==> src/rtl/alu16_pkg.sv <==
package alu16_pkg;

    localparam int unsigned FN_W = 4;

    typedef enum logic [FN_W-1:0] {
        FN_ADD = 4'd0,
        FN_SUB = 4'd1,
        FN_AND = 4'd2,
        FN_OR  = 4'd3,
        FN_SLT = 4'd4
    } alu_fn_e;

    // Every value the block produces, gathered for the two-process layout.
    typedef struct packed {
        logic [15:0] res;
        logic        neg;
        logic        zero;
    } alu_out_t;

endpackage

==> src/rtl/alu16_slice.sv <==
// One-bit full adder; every bit position of the chain is this same cell.
module alu16_slice (
    input  logic a_i,
    input  logic b_i,
    input  logic ci_i,
    output logic s_o,
    output logic co_o
);
    logic half_d;

    always_comb begin
        half_d = a_i ^ b_i;
        s_o    = half_d ^ ci_i;
        co_o   = (a_i & b_i) | (half_d & ci_i);
    end
endmodule

==> src/rtl/alu16_chain.sv <==
// Ripple chain of identical slices; sub_i inverts B and forces carry-in high.
module alu16_chain #(
    parameter int unsigned W = 16
) (
    input  logic [W-1:0] a_i,
    input  logic [W-1:0] b_i,
    input  logic         sub_i,
    output logic [W-1:0] sum_o
);
    logic [W-1:0] b_eff_d;
    logic [W:0]   cy_d;

    always_comb begin
        b_eff_d = b_i ^ {W{sub_i}};
        cy_d[0] = sub_i;
    end

    for (genvar i = 0; i < W; i++) begin : g_slice
        alu16_slice u_slice (
            .a_i  (a_i[i]),
            .b_i  (b_eff_d[i]),
            .ci_i (cy_d[i]),
            .s_o  (sum_o[i]),
            .co_o (cy_d[i+1])
        );
    end
endmodule

==> src/rtl/alu16_flags.sv <==
// Status flag generation from a finished result word.
module alu16_flags #(
    parameter int unsigned W = 16
) (
    input  logic [W-1:0] res_i,
    output logic         neg_o,
    output logic         zero_o
);
    localparam int unsigned MSB = W - 1;

    always_comb begin
        neg_o  = res_i[MSB];
        zero_o = ~(|res_i);
    end
endmodule

==> src/rtl/alu16_core.sv <==
module alu16_core
    import alu16_pkg::*;
(
    input  logic [15:0] opa,
    input  logic [15:0] opb,
    input  logic [3:0]  fn,
    output logic [15:0] res,
    output logic        flag_n,
    output logic        flag_z
);
    localparam int unsigned W   = 16;
    localparam int unsigned MSB = W - 1;

    logic [W-1:0] sum_d;
    logic         sub_d;
    logic         ovf_d;
    logic         less_d;
    logic [W-1:0] res_d;
    alu_out_t     out_d;
    logic         neg_d;
    logic         zero_d;

    // Subtract and compare share the chain in inverted-B mode.
    always_comb begin
        sub_d = (fn == FN_SUB) || (fn == FN_SLT);
    end

    alu16_chain #(.W(W)) u_chain (
        .a_i   (opa),
        .b_i   (opb),
        .sub_i (sub_d),
        .sum_o (sum_d)
    );

    // Signed order from the true difference: the sign bit corrected by overflow.
    always_comb begin
        ovf_d  = (opa[MSB] != opb[MSB]) && (sum_d[MSB] != opa[MSB]);
        less_d = sum_d[MSB] ^ ovf_d;
    end

    always_comb begin
        unique case (fn)
            FN_ADD,
            FN_SUB:  res_d = sum_d;
            FN_AND:  res_d = opa & opb;
            FN_OR:   res_d = opa | opb;
            FN_SLT:  res_d = {{(W-1){1'b0}}, less_d};
            default: res_d = '0;
        endcase
    end

    alu16_flags #(.W(W)) u_flags (
        .res_i  (res_d),
        .neg_o  (neg_d),
        .zero_o (zero_d)
    );

    always_comb begin
        out_d.res  = res_d;
        out_d.neg  = neg_d;
        out_d.zero = zero_d;
        res        = out_d.res;
        flag_n     = out_d.neg;
        flag_z     = out_d.zero;
    end
endmodule

==> config.mk <==
export PLATFORM = sky130hd
export DESIGN_NAME = alu16_core
export DESIGN_NICKNAME = d
export VERILOG_FILES = /design/src/rtl/alu16_pkg.sv /design/src/rtl/alu16_slice.sv /design/src/rtl/alu16_chain.sv /design/src/rtl/alu16_flags.sv /design/src/rtl/alu16_core.sv
export SDC_FILE = /design/constraint.sdc
export NUM_CORES = 1
export LEC_CHECK = 0
export BUFFER_PORTS_ARGS = -buffer_cell sky130_fd_sc_hd__buf_2
export CAP_MARGIN = 20
export CORE_ASPECT_RATIO = 1.25
export CORE_MARGIN = 2
export CORE_UTILIZATION = 48
export DETAILED_ROUTE_END_ITERATION = 6
export PLACE_DENSITY = 0.84
export SETUP_SLACK_MARGIN = 0.4
export SLEW_MARGIN = 20
export SYNTH_ARGS = -nofsm -noshare
export SYNTH_HDL_FRONTEND = slang
export SYNTH_SLANG_ARGS = --single-unit
==> constraint.sdc <==
create_clock -name vclk -period 14.3
set_input_delay 2.145 -clock vclk [all_inputs]
set_output_delay 2.145 -clock vclk [all_outputs]
set_load 0.01 [all_outputs]
## Word-level counts from Yosys, hierarchy flattened

Index checks and enable logic that the tools add are counted.

| word-level totals | value |
|---|---|
| RAM bits | 0 |
| memory bits (read-only) | 0 |
| bits in registers | 0 |
| input bits | 36 |
| output and inout port bits | 18 |
| logic and storage cells | 94 |
| bits in latches | 0 |
| memories kept | 0 |

| operators by class | value |
|---|---|
| bitwise logic cells | 82 |
| $mul | 0 |
| shift-type cells | 0 |
| add/sub/neg operators | 0 |
| eq/ne operators | 6 |
| div/mod/pow operators | 0 |
| multiplexer cells | 1 |
| reduce and logical (&&, ||, !) cells | 5 |
| $lt $le $gt $ge | 0 |

Operator list:

| cell | number |
|---|---|
| $pmux 16 s4 | 1 |
| $xor 1x1->1 | 33 |
| $and 1x1->1 | 30 |
| $and 16x16->16 | 1 |
| $or 16x16->16 | 1 |
| $reduce_or 16->1 | 1 |
| $xor 16x16->16 | 1 |
| $or 1x1->1 | 15 |
| $eq 4x2->1 const B | 2 |
| $eq 4x1->1 const B | 1 |
| $eq 4x3->1 const B | 1 |
| $logic_not 4->1 | 1 |
| $ne 1x1->1 | 2 |
| $reduce_or 2->1 | 1 |
| $logic_and 1x1->1 | 1 |
| $logic_or 1x1->1 | 1 |
| $not 1->1 | 1 |

## Depth between registers and ports, before layout

| depth | value |
|---|---|
| depth after elaboration | 41 |
| depth in mapped cells | 26 |
| gate-level depth less buffers | 24 |

## Hierarchy

A second synthesis with hierarchy kept.

| unflattened totals | value |
|---|---|
| cells, all modules | 88 |
| area total of the unflattened synthesis | 994.7 µm² |

By module, submodules not included:

| module | area an instance (µm²) | cells an instance | instances | seq. area each (µm²) |
|---|---|---|---|---|
| alu16_core | 461.7 | 48 | 1 | 0.0 |
| alu16_slice | 20.0 | 1 | 16 | 0.0 |
| alu16_chain | 171.4 | 18 | 1 | 0.0 |
| alu16_flags | 41.3 | 6 | 1 | 0.0 |

## Worst setup path after synthesis

OpenSTA, ideal clock, no wires.

| path | value |
|---|---|
| path kind | in2out |
| start point | input port fn[0] |
| end point | output port flag_z |
| path slack | 2.051 ns |
| data required time | 12.155 ns |
| data arrival time | 10.104 ns |
| path buffers | 2 |
| stages | 24 |
| cells stage by stage | buf_6 -> xor2_1 -> nand2_1 -> clkbuf_1 -> o21ai_0 -> fa_1 -> fa_1 -> inv_1 -> fa_1 -> inv_1 -> fa_1 -> fa_1 -> fa_1 -> fa_1 -> fa_1 -> fa_1 -> fa_1 -> fa_1 -> fa_1 -> fa_1 -> fa_1 -> a22o_1 -> or4_1 -> nor4_2 |

| between the ends | value |
|---|---|
| elaborated cells between the ends (all ways) | 91 |
| those cells by class | eq/ne: 5; mux: 1; bitwise: 80; reduce/logical: 5 |

RTL lines:

| item | RTL line | RTL |
|---|---|---|
| from (decl) | alu16_core.sv:6 | `input logic [3:0] fn,` |
| $eq 4x1->1 / $eq 4x3->1 (equally long branches) | alu16_core.sv:25, alu16_core.sv:42 |  |
| $logic_or 1x1->1 | alu16_core.sv:25 | `sub_d = (fn == FN_SUB) \|\| (fn == FN_SLT);` |
| $xor 16x16->16 | alu16_chain.sv:14 | `b_eff_d = b_i ^ {W{sub_i}};` |
| $xor 1x1->1 | alu16_slice.sv:12 | `half_d = a_i ^ b_i;` |
| $and 1x1->1 | alu16_slice.sv:14 | `co_o = (a_i & b_i) \| (half_d & ci_i);` |
| $or 1x1->1 | alu16_slice.sv:14 |  |
| $and 1x1->1 | alu16_slice.sv:14 |  |
| $or 1x1->1 | alu16_slice.sv:14 |  |
| [21 not listed] | - |  |
| $or 1x1->1 | alu16_slice.sv:14 |  |
| $and 1x1->1 | alu16_slice.sv:14 |  |
| $or 1x1->1 | alu16_slice.sv:14 |  |
| $xor 1x1->1 | alu16_slice.sv:13 | `s_o = half_d ^ ci_i;` |
| $pmux 16 s4 * | alu16_core.sv:42 | `unique case (fn)` |
| via res[14] | alu16_core.sv:7 | `output logic [15:0] res,` |
| $reduce_or 16->1 * | alu16_flags.sv:13 | `zero_o = ~(\|res_i);` |
| $not 1->1 * | alu16_flags.sv:13 |  |
| to (decl) | alu16_core.sv:9 | `output logic flag_z` |

The timed path passes the listed nets; every way through them passes the cells marked *.

## Worst setup path in the final report

| path | value |
|---|---|
| start point | input port fn[0] |
| end point | output port flag_z |

| between the ends | value |
|---|---|
| longest elaborated chain between the ends | 41 |
| elaborated cells between the ends (all ways) | 91 |
| those cells by class | eq/ne: 5; mux: 1; bitwise: 80; reduce/logical: 5 |

Ends and longest elaborated chain:

| item | RTL line | RTL |
|---|---|---|
| $eq 4x1->1 / $eq 4x3->1 (equally long branches) | alu16_core.sv:25, alu16_core.sv:42 |  |
| $logic_or 1x1->1 | alu16_core.sv:25 |  |
| $xor 16x16->16 | alu16_chain.sv:14 |  |
| $xor 1x1->1 | alu16_slice.sv:12 |  |
| $and 1x1->1 | alu16_slice.sv:14 |  |
| $or 1x1->1 | alu16_slice.sv:14 |  |
| $and 1x1->1 | alu16_slice.sv:14 |  |
| $or 1x1->1 | alu16_slice.sv:14 |  |
| [25 not listed] | - |  |
| $or 1x1->1 | alu16_slice.sv:14 |  |
| $xor 1x1->1 | alu16_slice.sv:13 |  |
| $ne 1x1->1 | alu16_core.sv:37 | `ovf_d = (opa[MSB] != opb[MSB]) && (sum_d[MSB] != opa[MSB]);` |
| $logic_and 1x1->1 | alu16_core.sv:37 |  |
| $xor 1x1->1 | alu16_core.sv:38 | `less_d = sum_d[MSB] ^ ovf_d;` |
| $pmux 16 s4 * | alu16_core.sv:42 |  |
| $reduce_or 16->1 * | alu16_flags.sv:13 |  |
| $not 1->1 * | alu16_flags.sv:13 |  |

Every way passes the cells marked *; elsewhere a longest branch is shown, timed or not.

==> flow_metrics.tcl <==
set metrics [dict create \
    drc_errors 0 \
    fin_util 0.652 \
    coreArea_um2 2000 \
    finalWirelength_um 2760 \
    ys_seq_area_frac 0 \
    cp-end-kind "primary output" \
    post_cts_resize_count 0 \
    wl_per_cell_um 14.2 \
    multi_input_area_um2 958 \
    postCtsSetupBuffers 0 \
    cts_hold_buf 0 \
    yosys.area_share.simple 0.170 \
    rsz0062_at_grt "no" \
    row_count 18 \
    drive_gt1_frac 0.351 \
    vias_per_cell 5.76 \
    die_area_um2 2510 \
    final_cells 194 \
    grt_pass1_wl_um 4610 \
    synthCells 124 \
    hold_class "input pin to primary output" \
    synth_top_family_by_area "adder cells" \
    status "complete, no violations" \
    ant_nets 0 \
    io-pin-count 54 \
    grt_max_degree 29 \
    synth_area_leaders "fa_1, xnor2_1, a22o_1" \
    grt-ovfl-total 0 \
    post-dp-hpwl_um 2360 \
    first_iter_violations 26 \
    synth.most_common_cell "nand2_1" \
    p_per_area_nw_per_um2 43.9 \
    gr-usage-all-layers 0.233 \
    setup_viol 0 \
    clkbuf_count 0 \
    placed_cells_incl_taps 194 \
    synthXorXnorAreaFrac 0.163 \
    crit_required_ns 12.15 \
    synth_compound_area_frac 0.206 \
    num_vias 1117 \
    layout_min_cycle_time_ns 12.24 \
    drv_slew 0 \
    ir_worst_vdd_mv 0.0299 \
    synthTopCellsByCount "nand2_1, xnor2_1, fa_1" \
    n_fill_cell 185 \
    antenna_cells 0 \
    cp.arrival_ns 10.09 \
    final_net_count 230 \
    portBuffers 54 \
    synthAdderAreaFrac 0.385 \
    place_congestion 0.892 \
    hp-start "opa[2]" \
    path_class "input pin to primary output" \
    fin_setup_tns_ns 0 \
    yosys_warnings 0 \
    setup.worst_path.start "fn[0]" \
    syn_area_um2 1020 \
    seq_cell_count 0 \
    die_w_um 45.3 \
    critPathCapture "flag_z" \
    ff_latch_area_um2 0 \
    netlist.top_cell.by_area "fa_1" \
    ys_types 28 \
    dr.pass1.iters 4 \
    synthMuxAreaShare 0.00980 \
    die_y_um 55.6 \
    tightest_slew_ns 0.488 \
    syn-num-nets 178 \
    cap_viol_max_count 0 \
    p_leak_nw 0.643 \
    hold_viol_final 0 \
    synth_top_area_frac 0.275 \
    clock.fmax_mhz 81.7 \
    path_max_fanout 28 \
    area_growth_pct 27.9 \
    antenna_found_initial 0 \
    slew_headroom 0.675 \
    initial_core_util 0.509 \
    syn_area_per_cell_um2 8.23 \
    startpoint_type "input pin" \
    min_period_over_period 0.856 \
    grt_pass1_vias 1073 \
]
logic make-up after synthesis:
kind of cell,count (synthesis)
muxes,1
and+or+nand+nor,35
buffers and inverters,15
xor gates and xnor gates,19
adders and majority gates,24
AOI/OAI and AO/OA,30
layer usage:
metal / GRT usage / vias up / routed length, um
met2: 0.429 / 56 / 1510
met3: 0.00654 / 0 / 203
met4: 0.0168 / 0 / 0
met5: 0 / - / 0
met1: 0.304 / 523 / 1050
li1: - / 538 / -
stage by stage:
stage / power, W / instance area [um2] / hold WS, ns / worst slack [ns]
3_5_place_dp: 0.0000577 / 1310 / 4.76 / 2.04
2_1_floorplan: 0.0000369 / 1020 / 4.52 / 2.05
4_1_cts: 0.0000579 / 1310 / 4.76 / 2.01
6_report: 0.0000574 / 1310 / 4.75 / 2.06
3_3_place_gp: 0.0000553 / 1310 / 4.74 / 2.13
5_1_grt: 0.0000649 / 1310 / 4.81 / 1.59
worst max-delay path: stages:
cell and delay [ns]:
buf_2 0.40, xor2_1 0.18, nand2_1 0.15, xnor2_1 0.17
fa_1 0.43, fa_1 0.41, inv_1 0.08, fa_1 0.17
inv_1 0.06, fa_1 0.44, fa_1 0.43, fa_1 0.44
fa_1 0.42, fa_1 0.42, fa_1 0.42, fa_1 0.42
fa_1 0.44, fa_1 0.43, fa_1 0.43, fa_1 0.47
a22o_1 0.23, or4_1 0.51, nor4_2 0.22, buf_2 0.17
power breakdown:
group | leakage, nW | internal (W) | total (W) | switching (W)
Combinational | 0.643 | 0.0000270 | 0.0000574 | 0.0000303
Clock | 0 | 0 | 0 | 0
Sequential | 0 | 0 | 0 | 0
layout by cell type, fill, tap and decap left out, drive strengths merged, types with 2 or more instances in the layout:
| cell | n |
|---|---|
| maj3 | 6 |
| xor2 | 3 |
| buf | 57 |
| nand2 | 20 |
| nand4 | 2 |
| a22o | 13 |
| or4 | 2 |
| o21ai | 12 |
| nor4 | 5 |
| ha | 4 |
| inv | 8 |
| xnor2 | 16 |
| fa | 14 |
| nor2 | 2 |
worst min-delay path by stage:
stage / slack [ns] / cells after the start / end
2_1_floorplan: 4.52 / 2 / res[0]
3_3_place_gp: 4.74 / 5 / res[7]
3_5_place_dp: 4.76 / 5 / res[2]
4_1_cts: 4.76 / 5 / res[2]
5_1_grt: 4.81 / 5 / res[5]
6_report: 4.75 / 5 / res[2]
final cells by class:
| type | count | share of cell area |
|---|---|---|
| Inverter | 8 | 0.0230 |
| Multi-Input combinational cell | 109 | 0.734 |
| Tap cell | 20 | 0.0192 |
| Timing Repair Buffer | 57 | 0.224 |
Note: power is estimated with default switching activity, not from simulation.
